===== src/rtl/disp_entry_pkg.sv =====
package disp_entry_pkg;
  localparam int unsigned CHAR_W = 6;
  localparam int unsigned DEPTH  = 8;
  localparam int unsigned AW     = $clog2(DEPTH);
  localparam int unsigned CNT_W  = AW + 1;

  typedef logic [CHAR_W-1:0] char_t;
  typedef logic [AW-1:0]     loc_t;
  typedef logic [CNT_W-1:0]  cnt_t;

  localparam char_t BLANK_CODE = char_t'(6'b100000);

  typedef enum logic {
    ENTRY_RANDOM = 1'b0,
    ENTRY_SEQ    = 1'b1
  } entry_mode_e;
endpackage


===== src/rtl/entry_capture.sv =====
module entry_capture
  import disp_entry_pkg::*;
(
  input  logic        clk,
  input  logic        rst_n,
  input  logic        arst_n,
  input  logic        wr_start,
  input  logic        wr_end,
  input  logic        mode_in,
  input  loc_t        addr_in,
  input  logic        ser_en,
  input  logic        full,
  output entry_mode_e mode_q,
  output entry_mode_e shown_mode_q,
  output loc_t        addr_q,
  output logic        open_q,
  output logic        acc_q,
  output logic        commit
);
  logic accept_now;

  assign accept_now = (mode_in == 1'b1) ? (ser_en && !full) : 1'b1;
  assign commit     = wr_end && !wr_start && open_q;

  // mode state lives outside the clear domain: it decides whether clear is live
  always_ff @(posedge clk or negedge rst_n) begin
    if (!rst_n) begin
      mode_q       <= ENTRY_SEQ;
      shown_mode_q <= ENTRY_SEQ;
    end else begin
      if (wr_start) mode_q <= entry_mode_e'(mode_in);
      if (commit)   shown_mode_q <= mode_q;
    end
  end

  always_ff @(posedge clk or negedge arst_n) begin
    if (!arst_n) begin
      addr_q <= '0;
      open_q <= 1'b0;
      acc_q  <= 1'b0;
    end else if (wr_start) begin
      addr_q <= addr_in;
      open_q <= 1'b1;
      acc_q  <= accept_now;
    end else if (commit) begin
      open_q <= 1'b0;
      acc_q  <= 1'b0;
    end
  end


  busy_needs_open_chk: assert property (@(posedge clk) disable iff (!arst_n)
    acc_q |-> open_q);


  stray_end_chk: assert property (@(posedge clk) disable iff (!arst_n)
    (wr_end && !wr_start && !open_q) |=> !acc_q);
endmodule


===== src/rtl/seq_pointer.sv =====
module seq_pointer
  import disp_entry_pkg::*;
(
  input  logic clk,
  input  logic arst_n,
  input  logic inc,
  output loc_t ptr,
  output logic full
);
  cnt_t cnt;

  always_ff @(posedge clk or negedge arst_n) begin
    if (!arst_n)                       cnt <= '0;
    else if (inc && cnt < cnt_t'(DEPTH)) cnt <= cnt + cnt_t'(1);
  end

  assign ptr  = cnt[AW-1:0];
  assign full = (cnt == cnt_t'(DEPTH));


  no_overflow_chk: assert property (@(posedge clk) disable iff (!arst_n)
    cnt <= cnt_t'(DEPTH));


  ptr_step_chk: assert property (@(posedge clk) disable iff (!arst_n)
    (inc && !full) |=> cnt == $past(cnt) + cnt_t'(1));


  full_holds_chk: assert property (@(posedge clk) disable iff (!arst_n)
    full |=> full);
endmodule


===== src/rtl/char_store.sv =====
module char_store
  import disp_entry_pkg::*;
(
  input  logic  clk,
  input  logic  arst_n,
  input  logic  we,
  input  loc_t  waddr,
  input  char_t wdata,
  input  loc_t  raddr,
  output char_t rdata
);
  char_t mem [DEPTH];

  for (genvar g = 0; g < DEPTH; g++) begin : g_loc
    always_ff @(posedge clk or negedge arst_n) begin
      if (!arst_n)                         mem[g] <= BLANK_CODE;
      else if (we && waddr == loc_t'(g))   mem[g] <= wdata;
    end
  end

  assign rdata = mem[raddr];


  write_lands_chk: assert property (@(posedge clk) disable iff (!arst_n)
    we |=> mem[$past(waddr)] == $past(wdata));
endmodule


===== src/rtl/disp_entry_ctrl.sv =====
module disp_entry_ctrl
  import disp_entry_pkg::*;
(
  input  logic                  clk,
  input  logic                  rst_n,
  input  logic                  wr_start,
  input  logic                  wr_end,
  input  logic                  mode_seq,
  input  logic [AW-1:0]         wr_addr,
  input  logic                  ser_en,
  input  logic [CHAR_W-1:0]     wr_data,
  input  logic                  clr_n,
  output logic                  disp_full,
  output logic                  wr_busy,
  input  logic [AW-1:0]         rd_addr,
  output logic [CHAR_W-1:0]     rd_data
);
  entry_mode_e mode_q, shown_mode_q;
  loc_t        addr_q, ptr;
  logic        open_q, acc_q, commit, full, arst_n, we, seq_inc;
  loc_t        waddr;

  // clear only acts while the held mode is sequential
  assign arst_n = rst_n && (clr_n || mode_q == ENTRY_RANDOM);

  entry_capture u_cap (
    .clk(clk), .rst_n(rst_n), .arst_n(arst_n),
    .wr_start(wr_start), .wr_end(wr_end), .mode_in(mode_seq),
    .addr_in(wr_addr), .ser_en(ser_en), .full(full),
    .mode_q(mode_q), .shown_mode_q(shown_mode_q), .addr_q(addr_q),
    .open_q(open_q), .acc_q(acc_q), .commit(commit)
  );

  assign we      = commit && acc_q;
  assign seq_inc = we && mode_q == ENTRY_SEQ;
  assign waddr   = (mode_q == ENTRY_SEQ) ? ptr : addr_q;

  seq_pointer u_ptr (
    .clk(clk), .arst_n(arst_n), .inc(seq_inc), .ptr(ptr), .full(full)
  );

  char_store u_mem (
    .clk(clk), .arst_n(arst_n), .we(we), .waddr(waddr), .wdata(wr_data),
    .raddr(rd_addr), .rdata(rd_data)
  );

  assign disp_full = (shown_mode_q == ENTRY_SEQ) && full;
  assign wr_busy   = acc_q;


  busy_start_chk: assert property (@(posedge clk) disable iff (!arst_n)
    $rose(wr_busy) |-> $past(wr_start));


  sen_block_chk: assert property (@(posedge clk) disable iff (!arst_n)
    (wr_start && mode_seq && !ser_en) |=> !wr_busy);


  full_block_chk: assert property (@(posedge clk) disable iff (!arst_n)
    (wr_start && mode_seq && full) |=> !wr_busy);


  full_shown_chk: assert property (@(posedge clk) disable iff (!arst_n)
    disp_full |-> full);
endmodule


===== config.mk =====
export PLATFORM = sky130hd
export DESIGN_NAME = disp_entry_ctrl
export DESIGN_NICKNAME = d
export VERILOG_FILES = /design/src/rtl/disp_entry_pkg.sv /design/src/rtl/entry_capture.sv /design/src/rtl/seq_pointer.sv /design/src/rtl/char_store.sv /design/src/rtl/disp_entry_ctrl.sv
export SDC_FILE = /design/constraint.sdc
export NUM_CORES = 1
export LEC_CHECK = 0
export ABC_AREA = 0
export CORE_AREA = 2 2 68 118
export CTS_CLUSTER_SIZE = 28
export DETAILED_ROUTE_END_ITERATION = 8
export DIE_AREA = 0 0 70 120
export DONT_BUFFER_PORTS = 1
export MAX_ROUTING_LAYER = met4
export PLACE_DENSITY = 0.56
export SYNTH_ARGS = -nofsm -noshare
export SYNTH_HDL_FRONTEND = slang
export SYNTH_SLANG_ARGS = --single-unit

===== constraint.sdc =====
create_clock -name clk -period 3.26 [get_ports clk]
set_clock_uncertainty 0.05 [all_clocks]
set_input_delay 0.326 -clock clk [delete_from_list [all_inputs] [get_ports clk]]
set_output_delay 0.326 -clock clk [all_outputs]
set_load 0.03 [all_outputs]

==> results.yml <==
outcome:
  status: "finished, final reports clean"
global_routing:
  top_usage_layer: "met2"
  track_usage_pct: 16.7
  gr-usage-met1_pct: 18.1
  grt_pass1_wl_um: 10200
  grt_max_degree: 36
  grt_antenna_before_repair: 0
  use_met3_pct: 3.27
  grt_util_met2_pct: 29.2
  grt_pass1_vias: 1832
  grt_overflow: 0
yosys:
  yosys_warnings: 0
  synth_top_area_share_pct: 42.7
  synth_cells: 180
  ys.flop_type: "dfrtp_1"
  synth_common_cells: "mux2_2, dfrtp_1, mux4_2"
  synth.area.top_cells: "dfrtp_1, mux2_2, mux4_2"
  synth_nets: 201
  ys_seq_area_share_pct: 51.9
  synth_seq_cells: 59
  yosysTopAreaCell: "dfrtp_1"
  synth.distinct_cells: 36
  ys_async_sr_fraction_pct: 100
  synth_edf_count: 0
  yosys.cell_count.top_type: "mux2_2"
  avgSynthCellArea_um2: 15.9
  netlist_area_um2: 2870
floorplanning:
  fp.dieW_um: 70
  start_util_pct: 38.5
  core_area_um2: 7460
  fp.dieArea_um2: 8400
  rows: 42
  fp.dieH_um: 120
  io_pins: 27
final_layout:
  layout.nets: 210
  synthToLayoutAreaGrowth_pct: 13.3
  drive_above_1_share_pct: 54.6
  multi_input_area_um2: 1330
  num_antenna_cells: 0
  n_fill_cell: 668
  seq_area_um2: 1490
timing:
  relSlewSlack_pct: 42.0
  min_period_ns: 2.18
  hold_slack_ns: 0.0312
  rsz0062_at_grt: "no"
  finalHoldViolCount: 0
  fmax_mhz: 458
  slew_viol_final: 0
  fin_crit_sh_pct: 67.0
  worst_pin_slew_ns: 0.866
  tns_ns: 0
  setup_viol: 0
detailed_routing:
  drc: 0
  ant_nets: 0
  wl_per_cell_um: 21.7
  vias: 1579
  wl_um: 6120
  routed_via_density: 5.60
  drt_iter0_markers: 81
  first_pass_iters: 4
critical_path:
  slowest_stage: "a211oi_2"
  required_ns: 3.41
  cp-start-kind: "flop"
  worst_ep_arrival_time_ns: 2.34
  critPathMaxStageDelay_ns: 0.70
  critical_path_class: "reg2reg"
  path_cells: "nand4b_4 > a211oi_2 > mux2_2"
  critPathCaptureType: "flop"
  path_max_fanout: 9
power:
  fin_total_pwr_mw: 2.68
  peakVddDrop_mv: 0.352
  p_per_area_nw_per_um2: 825
  leakage_nw: 1.43
  power.switching_uw: 730
  power_frac_seq_pct: 45.0
  netSwitchingFraction_pct: 27.2
  p_int_mw: 1.95
  p_clk_share_pct: 31.5
  power_frac_comb_pct: 23.5
placement:
  io_buffers: 0
  dp_hpwl_um: 4420
  gp_congestion: 0.757
clocking:
  post_cts_buffers: 0
  cts_buffer_depth: 2
  clk_latency_ns: 0.32
  cts_buffers: 9
  htree_levels: 3
  cts_tree: "done"
  cts_root_buf: "clkbuf_16"
  clock-sinks: 59
  cts.reportedPaths.clkPinSlew_ns: 0.05
flow_run:
  drv_cap: 0
hold_path:
  hold_path_class: "in2reg"
[kinds of logic after synthesis]
logic type | count (synthesis) | share of synthesized area [%]
flops | 59 | 51.9
mux | 73 | 34.5
simple gates | 18 | 4.66
buf+inv | 11 | 1.79
fa+ha+maj | 2 | 0.872
compound gates | 15 | 5.71
xor+xnor | 2 | 0.610
[per-stage QoR]
stage	util (%)	instances	cell area [um2]	worst slack [ns]
after CTS	43.6	282	3250	1.04
after global routing	43.6	282	3250	0.971
after global placement	39.8	265	2970	1.10
final	43.6	282	3250	1.08
after floorplan	-	180	2870	0.901
after detailed placement	39.8	265	2970	1.07
[area by class of cell]
class,instances,area share (%)
flip-flops and latches,59,45.8
multi-input cells,110,40.9
clock buffers,14,8.12
well taps,88,3.39
repair buffers,3,0.770
inverters,6,0.693
clock inverters,2,0.308
[critical path, delay by kind of cell (launching register included)]
family	cells	cell delay, ns
compound gates	1	0.70
flops	1	0.61
mux	1	0.41
simple gates	1	0.29
[power by group through the flow]
stage	Combinational (mW)	Clock, mW	Sequential, mW
6_report	0.630	0.844	1.21
5_1_grt	0.688	0.901	1.25
4_1_cts	0.643	0.863	1.21
3_5_place_dp	0.638	0	1.22
3_3_place_gp	0.610	0	1.20
2_1_floorplan	0.570	0	1.15
[state kept, by name, summed over array words and instances, names as in the netlist]
signal,cells
u_mem.mem,48
u_ptr.cnt,4
u_cap.addr_q,3
u_cap.acc_q,1
u_cap.mode_q,1
u_cap.open_q,1
u_cap.shown_mode_q,1
[cell usage in the layout (no fill, tap or decap), drive strengths merged, types with 2 or more instances in the layout]
cell type | netlist | layout
mux2 | 59 | 59
a211oi | 4 | 4
or3b | 2 | 2
o211ai | 2 | 2
clkinv | 0 | 2
nand2 | 3 | 3
nor3 | 2 | 2
ha | 2 | 2
a211o | 2 | 2
dfrtp | 49 | 49
nand3b | 4 | 4
o21ai | 2 | 2
dfstp | 10 | 10
inv | 6 | 6
nor2 | 2 | 2
clkbuf | 1 | 14
buf | 4 | 2
mux4 | 12 | 12
mux2i | 2 | 2
[final timing paths]
kind / from / to / slack, ns / depth (start not counted)
max: u_cap.acc_q / u_mem.mem[1] / 1.08 / 3
min: wr_start / u_cap.shown_mode_q / 0.03 / 1
max reg2reg: u_cap.acc_q / u_mem.mem[1] / 1.08 / 3
min reg2reg: u_mem.mem[26] / u_mem.mem[26] / 0.45 / 1
max in group asynchronous: u_cap.mode_q / u_mem.mem[23] / 1.64 / 3
min in group asynchronous: clr_n / u_cap.addr_q[1] / 0.08 / 1
[layer usage]
layer | vias to the layer above | wire [um]
met3 | 7 | 232
met2 | 37 | 3420
met1 | 842 | 2360
met5 | - | 0
met4 | 0 | 102
li1 | 693 | -
[what timing repair did]
action | in CTS | in global routing
hold endpoints to repair | 2 | 0
hold buffers | 1 | 0
resized for setup | 0 | 0
No activity file was read; power rests on OpenSTA's default activity.
